$ cat src/rtl/jtagCfgPkg.sv
package jtagCfgPkg;

  typedef enum logic [3:0] {
    PH_IDLE,
    PH_TLR,
    PH_IDLERUN,
    PH_TOIR,
    PH_INTOIR,
    PH_IRBITS,
    PH_TODR,
    PH_INTODR,
    PH_DRBITS
  } phase_t;

  typedef struct packed {
    logic run;
    logic loadCmd;
    logic shiftCmd;
    logic captureBit;
    logic useIr;
    logic irBit;
    logic useCmd;
  } ctl_t;

endpackage

$ cat src/rtl/jtagCfgCtrl.sv
module jtagCfgCtrl
  import jtagCfgPkg::*;
#(
  parameter int W = 16,
  parameter int IR_W = 6,
  parameter logic [IR_W-1:0] IR_CFG_IN = 6'b000101,
  parameter logic [IR_W-1:0] IR_CFG_OUT = 6'b000100
) (
  input  logic clk,
  input  logic rstN,
  input  logic start,
  input  logic stepEnd,
  input  logic riseNow,
  output ctl_t ctl,
  output logic tms,
  output logic busy,
  output logic done
);

  localparam int CNT_W = $clog2(4 * W);
  localparam int LEN_W = CNT_W + 1;

  phase_t phase;
  logic [1:0] passIdx;
  logic [CNT_W-1:0] stepCnt;
  logic [LEN_W-1:0] stepLen;
  logic lastStep;
  logic [IR_W-1:0] irCode;
  logic [IR_W-1:0] irShifted;
  logic doneQ;

  always_comb begin
    case (phase)
      PH_TLR:     stepLen = LEN_W'(5);
      PH_IDLERUN: stepLen = LEN_W'(1);
      PH_IRBITS:  stepLen = LEN_W'(IR_W);
      PH_DRBITS:  stepLen = (passIdx == 2'd0) ? LEN_W'(4 * W) : LEN_W'(W);
      default:    stepLen = LEN_W'(2);
    endcase
  end

  assign lastStep  = ({1'b0, stepCnt} == (stepLen - LEN_W'(1)));
  assign irCode    = (passIdx == 2'd0) ? IR_CFG_IN : IR_CFG_OUT;
  assign irShifted = irCode >> stepCnt;

  always_comb begin
    case (phase)
      PH_IDLERUN, PH_INTOIR, PH_INTODR: tms = 1'b0;
      PH_IRBITS, PH_DRBITS:             tms = lastStep;
      default:                          tms = 1'b1;
    endcase
  end

  assign busy = (phase != PH_IDLE);
  assign done = doneQ;

  always_comb begin
    ctl            = '0;
    ctl.run        = busy;
    ctl.loadCmd    = (phase == PH_IDLE) && start;
    ctl.useIr      = (phase == PH_IRBITS);
    ctl.irBit      = irShifted[0];
    ctl.useCmd     = (phase == PH_DRBITS) && (passIdx == 2'd0);
    ctl.shiftCmd   = ctl.useCmd && stepEnd;
    ctl.captureBit = (phase == PH_DRBITS) && (passIdx == 2'd1) && riseNow;
  end

  always_ff @(posedge clk or negedge rstN) begin
    if (!rstN) begin
      phase   <= PH_IDLE;
      passIdx <= 2'd0;
      stepCnt <= '0;
      doneQ   <= 1'b0;
    end else begin
      doneQ <= 1'b0;
      if (phase == PH_IDLE) begin
        if (start) begin
          phase   <= PH_TLR;
          passIdx <= 2'd0;
          stepCnt <= '0;
        end
      end else if (stepEnd) begin
        if (!lastStep) begin
          stepCnt <= stepCnt + CNT_W'(1);
        end else begin
          stepCnt <= '0;
          case (phase)
            PH_TLR: begin
              if (passIdx == 2'd2) begin
                phase <= PH_IDLE;
                doneQ <= 1'b1;
              end else begin
                phase <= PH_IDLERUN;
              end
            end
            PH_IDLERUN: phase <= PH_TOIR;
            PH_TOIR:    phase <= PH_INTOIR;
            PH_INTOIR:  phase <= PH_IRBITS;
            PH_IRBITS:  phase <= PH_TODR;
            PH_TODR:    phase <= PH_INTODR;
            PH_INTODR:  phase <= PH_DRBITS;
            default: begin
              phase   <= PH_TLR;
              passIdx <= passIdx + 2'd1;
            end
          endcase
        end
      end
    end
  end

  assert_step_bound_R6: assert property (@(posedge clk) disable iff (!rstN)
    busy |-> ({1'b0, stepCnt} < stepLen));

  assert_done_pulse_R8: assert property (@(posedge clk) disable iff (!rstN)
    done |=> !done);

  assert_start_ignored_R9: assert property (@(posedge clk) disable iff (!rstN)
    (busy && start && !stepEnd) |=> (phase == $past(phase)) && busy);

endmodule

$ cat src/rtl/jtagCfgPath.sv
module jtagCfgPath
  import jtagCfgPkg::*;
#(
  parameter int W = 16,
  parameter int ADDR_W = 6,
  parameter int TAG_W = 5,
  parameter int DIV = 4,
  parameter logic [W-1:0] SYNC_WORD = 16'hAA99,
  parameter logic [W-1:0] NOOP_WORD = 16'h2000,
  parameter logic [TAG_W-1:0] HDR_TAG = 5'b00101
) (
  input  logic clk,
  input  logic rstN,
  input  ctl_t ctl,
  input  logic [ADDR_W-1:0] regAddr,
  input  logic tdo,
  output logic tck,
  output logic tdi,
  output logic stepEnd,
  output logic riseNow,
  output logic [W-1:0] rdWord
);

  localparam int DIV_W  = (DIV > 2) ? $clog2(DIV) : 1;
  localparam int HALF   = DIV / 2;
  localparam int WCNT_W = W - TAG_W - ADDR_W;
  localparam int CMD_W  = 4 * W;

  logic [DIV_W-1:0] cntDiv;
  logic [CMD_W-1:0] cmdReg;
  logic [W-1:0] header;

  assign header  = {HDR_TAG, regAddr, WCNT_W'(1)};
  assign tck     = ctl.run && (cntDiv >= DIV_W'(HALF));
  assign stepEnd = ctl.run && (cntDiv == DIV_W'(DIV - 1));
  assign riseNow = ctl.run && (cntDiv == DIV_W'(HALF - 1));
  assign tdi     = ctl.useIr ? ctl.irBit : (ctl.useCmd ? cmdReg[CMD_W-1] : 1'b0);

  always_ff @(posedge clk or negedge rstN) begin
    if (!rstN) begin
      cntDiv <= '0;
    end else if (!ctl.run || stepEnd) begin
      cntDiv <= '0;
    end else begin
      cntDiv <= cntDiv + DIV_W'(1);
    end
  end

  always_ff @(posedge clk or negedge rstN) begin
    if (!rstN) begin
      cmdReg <= '0;
    end else if (ctl.loadCmd) begin
      cmdReg <= {SYNC_WORD, header, NOOP_WORD, NOOP_WORD};
    end else if (ctl.shiftCmd) begin
      cmdReg <= {cmdReg[CMD_W-2:0], 1'b0};
    end
  end

  always_ff @(posedge clk or negedge rstN) begin
    if (!rstN) begin
      rdWord <= '0;
    end else if (ctl.captureBit) begin
      rdWord <= {rdWord[W-2:0], tdo};
    end
  end

  assert_idle_clock_R1: assert property (@(posedge clk) disable iff (!rstN)
    !ctl.run |-> !tck);

  assert_hold_data_R10: assert property (@(posedge clk) disable iff (!rstN)
    !ctl.run |=> $stable(rdWord));

endmodule

$ cat src/rtl/jtagCfgReader.sv
module jtagCfgReader
  import jtagCfgPkg::*;
#(
  parameter int W = 16,
  parameter int ADDR_W = 6,
  parameter int TAG_W = 5,
  parameter int DIV = 4,
  parameter int IR_W = 6,
  parameter logic [IR_W-1:0] IR_CFG_IN = 6'b000101,
  parameter logic [IR_W-1:0] IR_CFG_OUT = 6'b000100,
  parameter logic [W-1:0] SYNC_WORD = 16'hAA99,
  parameter logic [W-1:0] NOOP_WORD = 16'h2000,
  parameter logic [TAG_W-1:0] HDR_TAG = 5'b00101
) (
  input  logic clk,
  input  logic rstN,
  input  logic start,
  input  logic [ADDR_W-1:0] regAddr,
  output logic busy,
  output logic done,
  output logic [W-1:0] rdData,
  output logic tck,
  output logic tms,
  output logic tdi,
  input  logic tdo
);

  ctl_t ctl;
  logic stepEnd;
  logic riseNow;

  jtagCfgCtrl #(
    .W(W), .IR_W(IR_W), .IR_CFG_IN(IR_CFG_IN), .IR_CFG_OUT(IR_CFG_OUT)
  ) uCtrl (
    .clk(clk), .rstN(rstN), .start(start), .stepEnd(stepEnd), .riseNow(riseNow),
    .ctl(ctl), .tms(tms), .busy(busy), .done(done)
  );

  jtagCfgPath #(
    .W(W), .ADDR_W(ADDR_W), .TAG_W(TAG_W), .DIV(DIV),
    .SYNC_WORD(SYNC_WORD), .NOOP_WORD(NOOP_WORD), .HDR_TAG(HDR_TAG)
  ) uPath (
    .clk(clk), .rstN(rstN), .ctl(ctl), .regAddr(regAddr), .tdo(tdo),
    .tck(tck), .tdi(tdi), .stepEnd(stepEnd), .riseNow(riseNow), .rdWord(rdData)
  );

  assert_lines_steady_R2: assert property (@(posedge clk) disable iff (!rstN)
    tck |-> ($stable(tms) && $stable(tdi)));

endmodule

$ cat config.mk
export PLATFORM = sky130hd
export DESIGN_NAME = jtagCfgReader
export DESIGN_NICKNAME = d
export VERILOG_FILES = /design/src/rtl/jtagCfgPkg.sv /design/src/rtl/jtagCfgCtrl.sv /design/src/rtl/jtagCfgPath.sv /design/src/rtl/jtagCfgReader.sv
export SDC_FILE = /design/constraint.sdc
export NUM_CORES = 1
export LEC_CHECK = 0
export BUFFER_PORTS_ARGS = -buffer_cell sky130_fd_sc_hd__buf_2
export CAP_MARGIN = 20
export CORE_MARGIN = 4
export CORE_UTILIZATION = 25
export CTS_CLUSTER_DIAMETER = 40
export DETAILED_ROUTE_END_ITERATION = 12
export REMOVE_ABC_BUFFERS = 1
export SLEW_MARGIN = 20
export SYNTH_ARGS = -nofsm -noshare
export SYNTH_HDL_FRONTEND = slang
export SYNTH_SLANG_ARGS = --single-unit
$ cat constraint.sdc
create_clock -name clk -period 3.7 [get_ports clk]
set_clock_uncertainty 0.05 [all_clocks]
set_input_delay 0.185 -clock clk [delete_from_list [all_inputs] [get_ports clk]]
set_output_delay 0.185 -clock clk [all_outputs]
set_load 0.01 [all_outputs]
---- Yosys cells after proc, flatten, opt, wreduce, memory -nomap -nowiden ----
Index checks and enable logic that the tools add are counted.
operators by class
  add/sub/neg operators ................... 4
  multiply operators ...................... 0
  div/mod/pow operators ................... 0
  order comparisons ....................... 1
  equality and inequality tests ........... 15
  shifts and indexed selects .............. 1
  mux-type cells .......................... 29
  bitwise operators ....................... 0
  reductions and logical operators ........ 22
operators with widths
  operator               number
  $mux W64               2
  $pmux W4 S7            1
  $pmux W7 S4            1
  $mux W6                4
  $eq A4 B3 Y1 const B   4
  $mux W4                4
  $mux W2                7
  $eq A4 B2 Y1 const B   2
  $logic_and A1 B1 Y1    8
  $mux W1                8
  $eq A6 B7 Y1           1
  $mux W7                1
  $reduce_or A7 Y1       1
  $sub A7 B1 Y7 const B  1
  $add A6 B1 Y6 const B  1
  $reduce_bool A2 Y1     3
  $shr A6 B6 Y1          1
  $add A2 B1 Y2 const B  2
  $eq A2 B1 Y1 const B   2
  $eq A2 B2 Y1 const B   2
  $eq A4 B1 Y1 const B   1
  $eq A4 B4 Y1 const B   1
  $logic_not A4 Y1       1
  $reduce_and A4 Y1      1
  other kinds (12)       12
storage, ports and cells
  register bits after elaboration ......... 95
  latch bits .............................. 0
  bits in writable memories ............... 0
  memory bits (read-only) ................. 0
  bits of input ports ..................... 10
  output and inout port bits .............. 21
  word-level logic and storage cells ...... 79
  memories ................................ 0

---- Logic depth before layout (Yosys ltp) ----
Gate-level depths: netlist (run 1).
  depth after elaboration ................. 8
  gate-level depth with buffers ........... 13
  mapped depth without buffers ............ 11

---- Cells and area by module ----
A second synthesis (run 1) with hierarchy kept.
unflattened totals
  cell total of the unflattened synthesis .. 335
  area, all modules ....................... 3,925.0 µm²
by module, submodules not included
  module       instances  cells an instance  area each (µm²)
  jtagCfgPath  1          221                2,884.0
  jtagCfgCtrl  1          114                1,041.0

---- Worst setup path before layout (run 1) ----
OpenSTA, ideal clock, no wires.
  path kind ............................... register to output
  start ................................... register uCtrl.phase[2]
  end ..................................... output port tms
  data arrival time ....................... 2.663 ns
  required time ........................... 3.465 ns
  slack ................................... 0.802 ns
  stages on the path, launching flop included .. 12
  cells stage by stage .................... dfrtp_1 -> buf_6 -> or4b_4 -> nand2_1 -> ha_1 -> ha_1 -> xor2_1 -> nand4_1 -> o211ai_2 -> nand4_2 -> o211a_1 -> a21oi_1
on the way
  cells in the longest elaborated chain, start to end .. 5
  elaborated cells between the ends (all ways) .. 12
ends and longest elaborated chain
  item                                        line                                  RTL
  start, declared                             jtagCfgCtrl.sv:23                     phase_t phase;
  start signal, assigned                      jtagCfgCtrl.sv:70                     phase <= PH_IDLE;
  start signal, assigned                      jtagCfgCtrl.sv:78                     phase <= PH_TLR;
  start signal, assigned                      jtagCfgCtrl.sv:90                     phase <= PH_IDLE;
  $eq A4 B4 Y1, or another cell as far along  jtagCfgCtrl.sv:33, jtagCfgCtrl.sv:47
  $pmux W7 S4                                 jtagCfgCtrl.sv:33                     case (phase)
  $sub A7 B1 Y7                               jtagCfgCtrl.sv:42                     assign lastStep = ({1'b0, stepCnt} == (stepLen - LEN_W'(1)));
  $eq A6 B7 Y1                                jtagCfgCtrl.sv:42
  $pmux W1 S2 *                               jtagCfgCtrl.sv:47                     case (phase)
  end, declared                               jtagCfgReader.sv:23                   output logic tms,
Mark *: on every way between the ends. The rest lies on a longest branch, timed or not.

---- Worst setup path after layout (run 1) ----
  start ................................... register uCtrl.phase[1]
  end ..................................... output port tms
Same word-level chain as after synthesis.

==> flow_metrics.py, run 1 <==
metrics = {
    "run_status": {
        "status": "complete, no violations",
    },
    "drt": {
        "ant_nets": 0,
        "dr_total_vias": 2818,
        "drc": 0,
        "drt-initial-drc-count": 206,
        "routedWlPerCell_um": 12.41,
        "routed_wl_mm": 7.443,
        "vias_per_cell": 4.697,
        "drt-pass1-iter-count": 7,
    },
    "worst_setup_path": {
        "cp.required_ns": 3.46,
        "r2r_cells": 9,
        "crit_family": "simple AND/OR/NAND/NOR gates",
        "cpMostUsedCell": "ha_1",
        "crit_path_max_incr_delay_ns": 0.59,
        "critPathSlowestCell": "or4b_4",
        "path_max_fanout": 10,
        "crit_path_end_kind": "output pin",
        "criticalPathCategory": "flip-flop to output pin",
        "reg2reg_from": "uCtrl.phase[1]$_DFFE_PN0P_",
        "crit_arrival_ns": 3.24,
        "crit_chain": "or4b_4 -> nand2_1 -> ha_1 -> ha_1 -> xor2_1 -> nand4_1 -> o211ai_2 -> nand4_4 -> o211a_1 -> a21oi_1 -> buf_2",
        "rr_endpoint": "uCtrl.phase[1]$_DFFE_PN0P_",
        "cp_num_buf_inv": 1,
        "start_kind": "flip-flop",
        "r2r_slack_ns": 0.66,
        "startpoint": "uCtrl.phase[1]$_DFFE_PN0P_",
    },
    "clocking": {
        "clock_latency_ns": 0.34,
        "clk_pin_slew_worst_paths_ns": 0.06,
        "cts_setup_buffers": 0,
        "cts_tree": "yes",
        "ctsRootBufferMaster": "clkbuf_16",
        "htreeDepth": 3,
        "numCtsBuffers": 9,
        "numClockSinks": 82,
        "clockBufferDepth": 2,
    },
    "cells_and_area": {
        "antenna_cells": 0,
        "final_nets": 430,
        "flow.area_growth_from_synthesis_pct": 16.60,
        "n_fill_cell": 1490,
        "multi_input_area_um2": 1579,
        "fin_cells": 600,
        "drive_above_1_share_pct": 19.23,
        "regArea_um2": 2054,
    },
    "global_routing": {
        "grt_pass1_wl_mm": 12.97,
        "antenna_found_initial": 0,
        "grt.overflow.total": 0,
        "grt_start_max_net_pins": 83,
        "grt_use_total_pct": 9.464,
        "grt_pass1_vias": 2848,
    },
    "floorplanning": {
        "core_area_um2": 14700,
        "fp-row-count": 44,
        "io_pins": 31,
        "die_h_um": 131.0,
        "start_util_pct": 25.74,
        "die_w_um": 131.0,
        "dieArea_um2": 17170,
    },
    "power_and_ir_drop": {
        "p_per_area_nw_per_um2": 629.4,
        "clockPowerShare_pct": 32.6,
        "cellLeakagePower_nw": 2.040,
        "pwr-share-seq_pct": 40.3,
        "p_int_w": 0.001865,
        "ir_worst_vdd_v": 0.0002344,
        "switching_power_w": 0.0009116,
        "swShare_pct": 32.83,
        "pwr-share-comb_pct": 27.2,
    },
    "synthesis": {
        "yosysTopAreaCellShare_pct": 54.23,
        "yosys.cell_types.count": 49,
        "synth-seq-cells": 82,
        "synth-edff-count": 0,
        "synth.most_common_cell": "nand2_1",
        "ys_top_cells_by_area": "dfrtp_1, nand2_1, mux2_2",
        "synth-async-reset-ratio_pct": 100.0,
        "synth_warnings": 0,
        "syn_area_per_cell_um2": 9.727,
        "yosys.area.top_type": "dfrtp_1",
        "ys_seq_area_share_pct": 54.23,
        "syn_inst": 389,
        "ys.flop_type": "dfrtp_1",
        "yosys-top-cells-count": "nand2_1, dfrtp_1, nand3_1, nor2_1, a21oi_1",
        "synth_area_um2": 3784,
    },
    "timing": {
        "slew_viol_final": 0,
        "min_period_over_period_pct": 93.85,
        "fin_tns_setup_ns": 0,
        "setup_viol_count_final": 0,
        "slew_headroom_pct": 51.12,
        "max_freq_mhz": 288.0,
        "period_minus_slack_ns": 3.472,
        "finalHoldViolCount": 0,
        "rsz0062_at_grt": "no",
        "tightest_slew_ns": 0.7332,
    },
    "placed_design": {
        "globalplace.congestion": 0.8039,
        "portBuffers": 30,
        "dpl.hpwl_mm": 4.756,
        "placed_cells": 583,
    },
    "worst_hold_path": {
        "min_path_cells": 2,
        "min_to": "uPath.rdWord[0]$_DFFE_PN0P_",
        "hp-start": "tdo",
        "hold_class": "input pin to flip-flop",
    },
    "flow_run": {
        "drv_cap": 0,
    },
}
-- layer usage --
layer  routed length (um)  part of all wire, %  vias up  GRT usage [%]
met5                    0                    0        -              0
met4                   94                  1.3        0          2.783
met3                  352                  4.7       10          3.659
met2                 3476                   47       68          15.23
met1                 3519                   47     1378          11.81
li1                     -                    -     1362              -
-- cell usage in the layout, fill, tap and decap left out, types with 8 or more instances in the layout --
cell type	n
o22ai_1	8
clkbuf_16	9
a21oi_1	28
nand2_1	98
mux2_2	16
ha_1	9
nor2_1	29
dfrtp_1	80
nand3_1	30
buf_2	29
-- flip-flops by register name (all words and copies together) (netlist names) --
name           cells
uPath.rdWord      16
uCtrl.phase        4
uPath.cmdReg      51
uCtrl.stepCnt      6
uCtrl.done         1
uCtrl.passIdx      2
uPath.cntDiv       2
-- how the worst max path moves through the flow --
| stage | depth (start not counted) | slack, ns | to |
|---|---|---|---|
| after detailed placement | 11 | 0.50 | tms |
| after floorplan | 5 | 0.74 | uPath.cmdReg[37]$_DFFE_PN0P_ |
| final | 11 | 0.23 | tms |
| after global placement | 11 | 0.60 | tms |
| after global routing | 11 | 0.06 | tms |
| after CTS | 11 | 0.11 | tms |
-- power by group through the flow --
stage / clock network, W / registers (W) / logic [W]
6_report: 0.000904 / 0.00112 / 0.000754
5_1_grt: 0.000979 / 0.00114 / 0.000844
4_1_cts: 0.000940 / 0.00111 / 0.000729
3_5_place_dp: 0 / 0.00113 / 0.000726
3_3_place_gp: 0 / 0.00112 / 0.000691
2_1_floorplan: 0 / 0.00111 / 0.000549
-- cell type report --
cell class	count	area share, %
flip-flops and latches	82	46.57
clock buffers	12	5.814
multi-input cells	273	35.79
clock inverters	4	1.134
well taps	184	5.218
repair buffers	37	4.793
inverters	8	0.6807
-- timing repair --
item                       in CTS  in global routing
hold buffers                    0                  1
setup endpoints to repair       0                  1
hold endpoints to repair        0                 82
gates resized for setup         0                  3
-- cell families (layout without fill, tap and decap cells) --
group,count (synthesis),in the layout,share of synthesized area (%)
flops,82,82,54.23
simple gates,185,185,22.92
compound gates,58,58,9.623
buf+inv,34,61,4.332
xor+xnor,5,5,1.158
fa+ha+maj,9,9,2.976
mux,16,16,4.762
-- through the flow --
stage / hold slack [ns] / instance area, um^2 / utilization (%) / power (W) / setup slack [ns]
final: 0.03000 / 4412 / 30.01 / 0.002777 / 0.2275
after global routing: 0.01997 / 4412 / 30.01 / 0.002958 / 0.05893
after CTS: 0.006524 / 4387 / 29.84 / 0.002783 / 0.1092
after detailed placement: 0.3715 / 4080 / 27.76 / 0.001855 / 0.4996
after global placement: 0.3578 / 4080 / 27.76 / 0.001815 / 0.6021
after floorplan: -0.1606 / 3650 / - / 0.001662 / 0.7409
No activity file was read; power rests on OpenSTA's default activity.
==> run 2: changes to the inputs <==
--- a/config.mk
+++ b/config.mk
@@ -15,4 +15,5 @@
 export SLEW_MARGIN = 20
 export SYNTH_ARGS = -nofsm -noshare
 export SYNTH_HDL_FRONTEND = slang
+export SYNTH_HIERARCHICAL = 1
 export SYNTH_SLANG_ARGS = --single-unit
==> flow_metrics.py, run 2 <==
metrics = {
    "drt": {
        "drt-initial-drc-count": 168,
        "drc": 0,
        "ant_nets": 0,
        "routed_wl_mm": 6.967,
        "vias_per_cell": 4.368,
        "dr_total_vias": 2538,
        "drt-pass1-iter-count": 4,
        "routedWlPerCell_um": 11.99,
    },
    "clocking": {
        "ctsRootBufferMaster": "clkbuf_16",
        "numClockSinks": 82,
        "clock_latency_ns": 0.34,
        "clk_pin_slew_worst_paths_ns": 0.06,
        "cts_tree": "yes",
        "numCtsBuffers": 9,
        "clockBufferDepth": 2,
        "htreeDepth": 3,
    },
    "floorplanning": {
        "dieArea_um2": 17770,
        "io_pins": 31,
        "fp-row-count": 45,
        "die_w_um": 133.3,
        "start_util_pct": 25.63,
        "die_h_um": 133.3,
        "core_area_um2": 15310,
    },
    "timing": {
        "min_period_over_period_pct": 93.38,
        "rsz0062_at_grt": "no",
        "slew_headroom_pct": 50.99,
        "setup_viol_count_final": 0,
        "period_minus_slack_ns": 3.455,
        "tightest_slew_ns": 0.7351,
        "fin_tns_setup_ns": 0,
        "finalHoldViolCount": 0,
        "max_freq_mhz": 289.4,
        "slew_viol_final": 0,
    },
    "power_and_ir_drop": {
        "cellLeakagePower_nw": 2.039,
        "p_int_w": 0.001500,
        "pwr-share-seq_pct": 47.4,
        "switching_power_w": 0.0003910,
        "clockPowerShare_pct": 51.3,
        "ir_worst_vdd_v": 0.0002265,
        "swShare_pct": 20.68,
        "p_per_area_nw_per_um2": 412.6,
        "pwr-share-comb_pct": 1.3,
    },
    "global_routing": {
        "grt.overflow.total": 0,
        "antenna_found_initial": 0,
        "grt_pass1_wl_mm": 12.41,
        "grt_pass1_vias": 2557,
        "grt_start_max_net_pins": 83,
        "grt_use_total_pct": 8.679,
    },
    "cells_and_area": {
        "fin_cells": 581,
        "top_register": "uPath/cmdReg",
        "reg_top3": "uPath/cmdReg x51, uPath/rdWord x16, uCtrl/stepCnt x6",
        "layout_common_cells": "dfrtp_1, nor2_1, mux2i_1",
        "flow.area_growth_from_synthesis_pct": 16.77,
        "antenna_cells": 0,
        "final_common_cell": "dfrtp_1",
        "final_nets": 384,
        "drive_above_1_share_pct": 19.19,
        "largest_register_ffs": 51,
    },
    "worst_setup_path": {
        "crit_family": "compound AO/OA/AOI/OAI gates",
        "crit_chain": "nor3_2 -> nand2_1 -> nand2_1 -> ha_1 -> ha_1 -> xor2_1 -> mux2i_1 -> a21oi_1 -> o311ai_1 -> o211a_1 -> buf_2",
        "crit_arrival_ns": 3.22,
        "cp.required_ns": 3.46,
        "criticalPathCategory": "flip-flop to output pin",
        "crit_path_max_incr_delay_ns": 0.53,
        "critPathSlowestCell": "dfrtp_1",
        "start_kind": "flip-flop",
        "cp_num_buf_inv": 1,
        "path_max_fanout": 13,
        "crit_path_end_kind": "output pin",
    },
    "synthesis": {
        "ys.flop_type": "dfrtp_1",
        "syn_inst": 335,
        "synth_area_um2": 3925,
        "synth-async-reset-ratio_pct": 100.0,
        "synth-edff-count": 0,
        "yosys.area.top_type": "dfrtp_1",
        "ys_seq_area_share_pct": 52.28,
        "synth.most_common_cell": "dfrtp_1",
        "syn_area_per_cell_um2": 11.72,
        "yosysTopAreaCellShare_pct": 52.28,
        "synth-seq-cells": 82,
        "synth_warnings": 6,
        "yosys.cell_types.count": 51,
        "yosys-top-cells-count": "dfrtp_1, nor2_1, mux2i_1",
        "ys_top_cells_by_area": "dfrtp_1, mux2i_1, nor2_1",
    },
    "placed_design": {
        "dpl.hpwl_mm": 4.573,
        "placed_cells": 562,
        "portBuffers": 30,
        "globalplace.congestion": 0.8850,
    },
    "worst_hold_path": {
        "hold_class": "input pin to flip-flop",
    },
    "run_status": {
        "status": "complete, no violations",
    },
    "flow_run": {
        "drv_cap": 0,
    },
}
-- run 2: changes by cell type after synthesis, sizes merged, moves of 6 or more --
cell,change
nand2,-79
xor2,+6
nor2,+16
nand3,-29
mux2i,+40
a211o,+13
a21oi,-23
clkbuf,-11
and2,+6
o22ai,-8
-- run 2: worst paths after layout --
kind / start / to / slack [ns] / cells past startpoint
setup / recovery: uCtrl/phase[0]$_DFFE_PN0P_ / tms / 0.25 / 11
hold / removal: regAddr[5] / uPath/cmdReg[42]$_DFFE_PN0P_ / 0.02 / 3
setup reg to reg: uCtrl/phase[0]$_DFFE_PN0P_ / uCtrl/phase[0]$_DFFE_PN0P_ / 0.52 / 9
hold reg to reg: uPath/cmdReg[13]$_DFFE_PN0P_ / uPath/cmdReg[13]$_DFFE_PN0P_ / 0.43 / 1
max in group asynchronous: rstN / uPath/cmdReg[14]$_DFFE_PN0P_ / 2.69 / 2
min in group asynchronous: rstN / uCtrl/phase[2]$_DFFE_PN0P_ / 0.40 / 2
-- run 2: cell families (layout without fill, tap and decap cells) --
family                   after synthesis  in the layout  share of synthesized area [%]
buffers and inverters                 26             61                          5.164
XOR/XNOR                               9              9                          2.008
multiplexers                          59             59                          15.65
AND/OR/NAND/NOR                      105            105                          13.36
flip-flops                            82             82                          52.28
AO/OA/AOI/OAI                         45             45                          8.671
adder cells (fa/ha/maj)                9              9                          2.869
-- run 2: cell type report --
type                            instances  area, um^2
Sequential cell                        82        2052
Timing Repair Buffer                   38       236.5
Tap cell                              211       264.0
Clock inverter                          7       101.3
Inverter                                7       26.28
Multi-Input combinational cell        227        1678
Fill cell                            1614       10730
Clock buffer                            9       225.2
-- run 2: per-stage QoR --
step                      power (W)  util [%]  worst slack (ns)  area, um^2  hold slack [ns]
after floorplan           0.0009134         -           0.04614        3749          -0.1606
after global placement    0.0009365     27.54            0.6161        4218           0.3552
after detailed placement  0.0009373     27.54            0.4957        4218           0.3608
after CTS                  0.001939     29.80            0.1163        4564         0.001082
after global routing       0.001975     29.93           0.06374        4583         0.003945
final                      0.001891     29.93            0.2451        4583          0.01637
-- run 2: layer usage --
metal	vias to the layer above	share of wire, %	track usage, %
met4	0	2.7	4.514
met5	-	0	0
met1	1259	46	10.56
met3	14	4.9	3.474
met2	39	47	13.26
li1	1226	-	-
-- run 2: repair_timing --
item	CTS	global route
setup buffers	0	0
setup endpoints to repair	0	1
gates resized for setup	0	2
hold endpoints to repair	2	82
hold buffers	2	1
-- run 2: tightest hold or removal path: stages --
cell and delay [ns]:
buf_2 0.07, nand2_1 0.04, o21ai_1 0.06
-- run 2: power by group through the flow --
stage	clock (W)	sequential (W)	combinational, W
floorplan	0	0.000913	0.0000000274
global placement	0	0.000913	0.0000234
detailed placement	0	0.000913	0.0000241
CTS	0.00102	0.000896	0.0000258
global route	0.00105	0.000896	0.0000300
finish	0.000970	0.000897	0.0000246
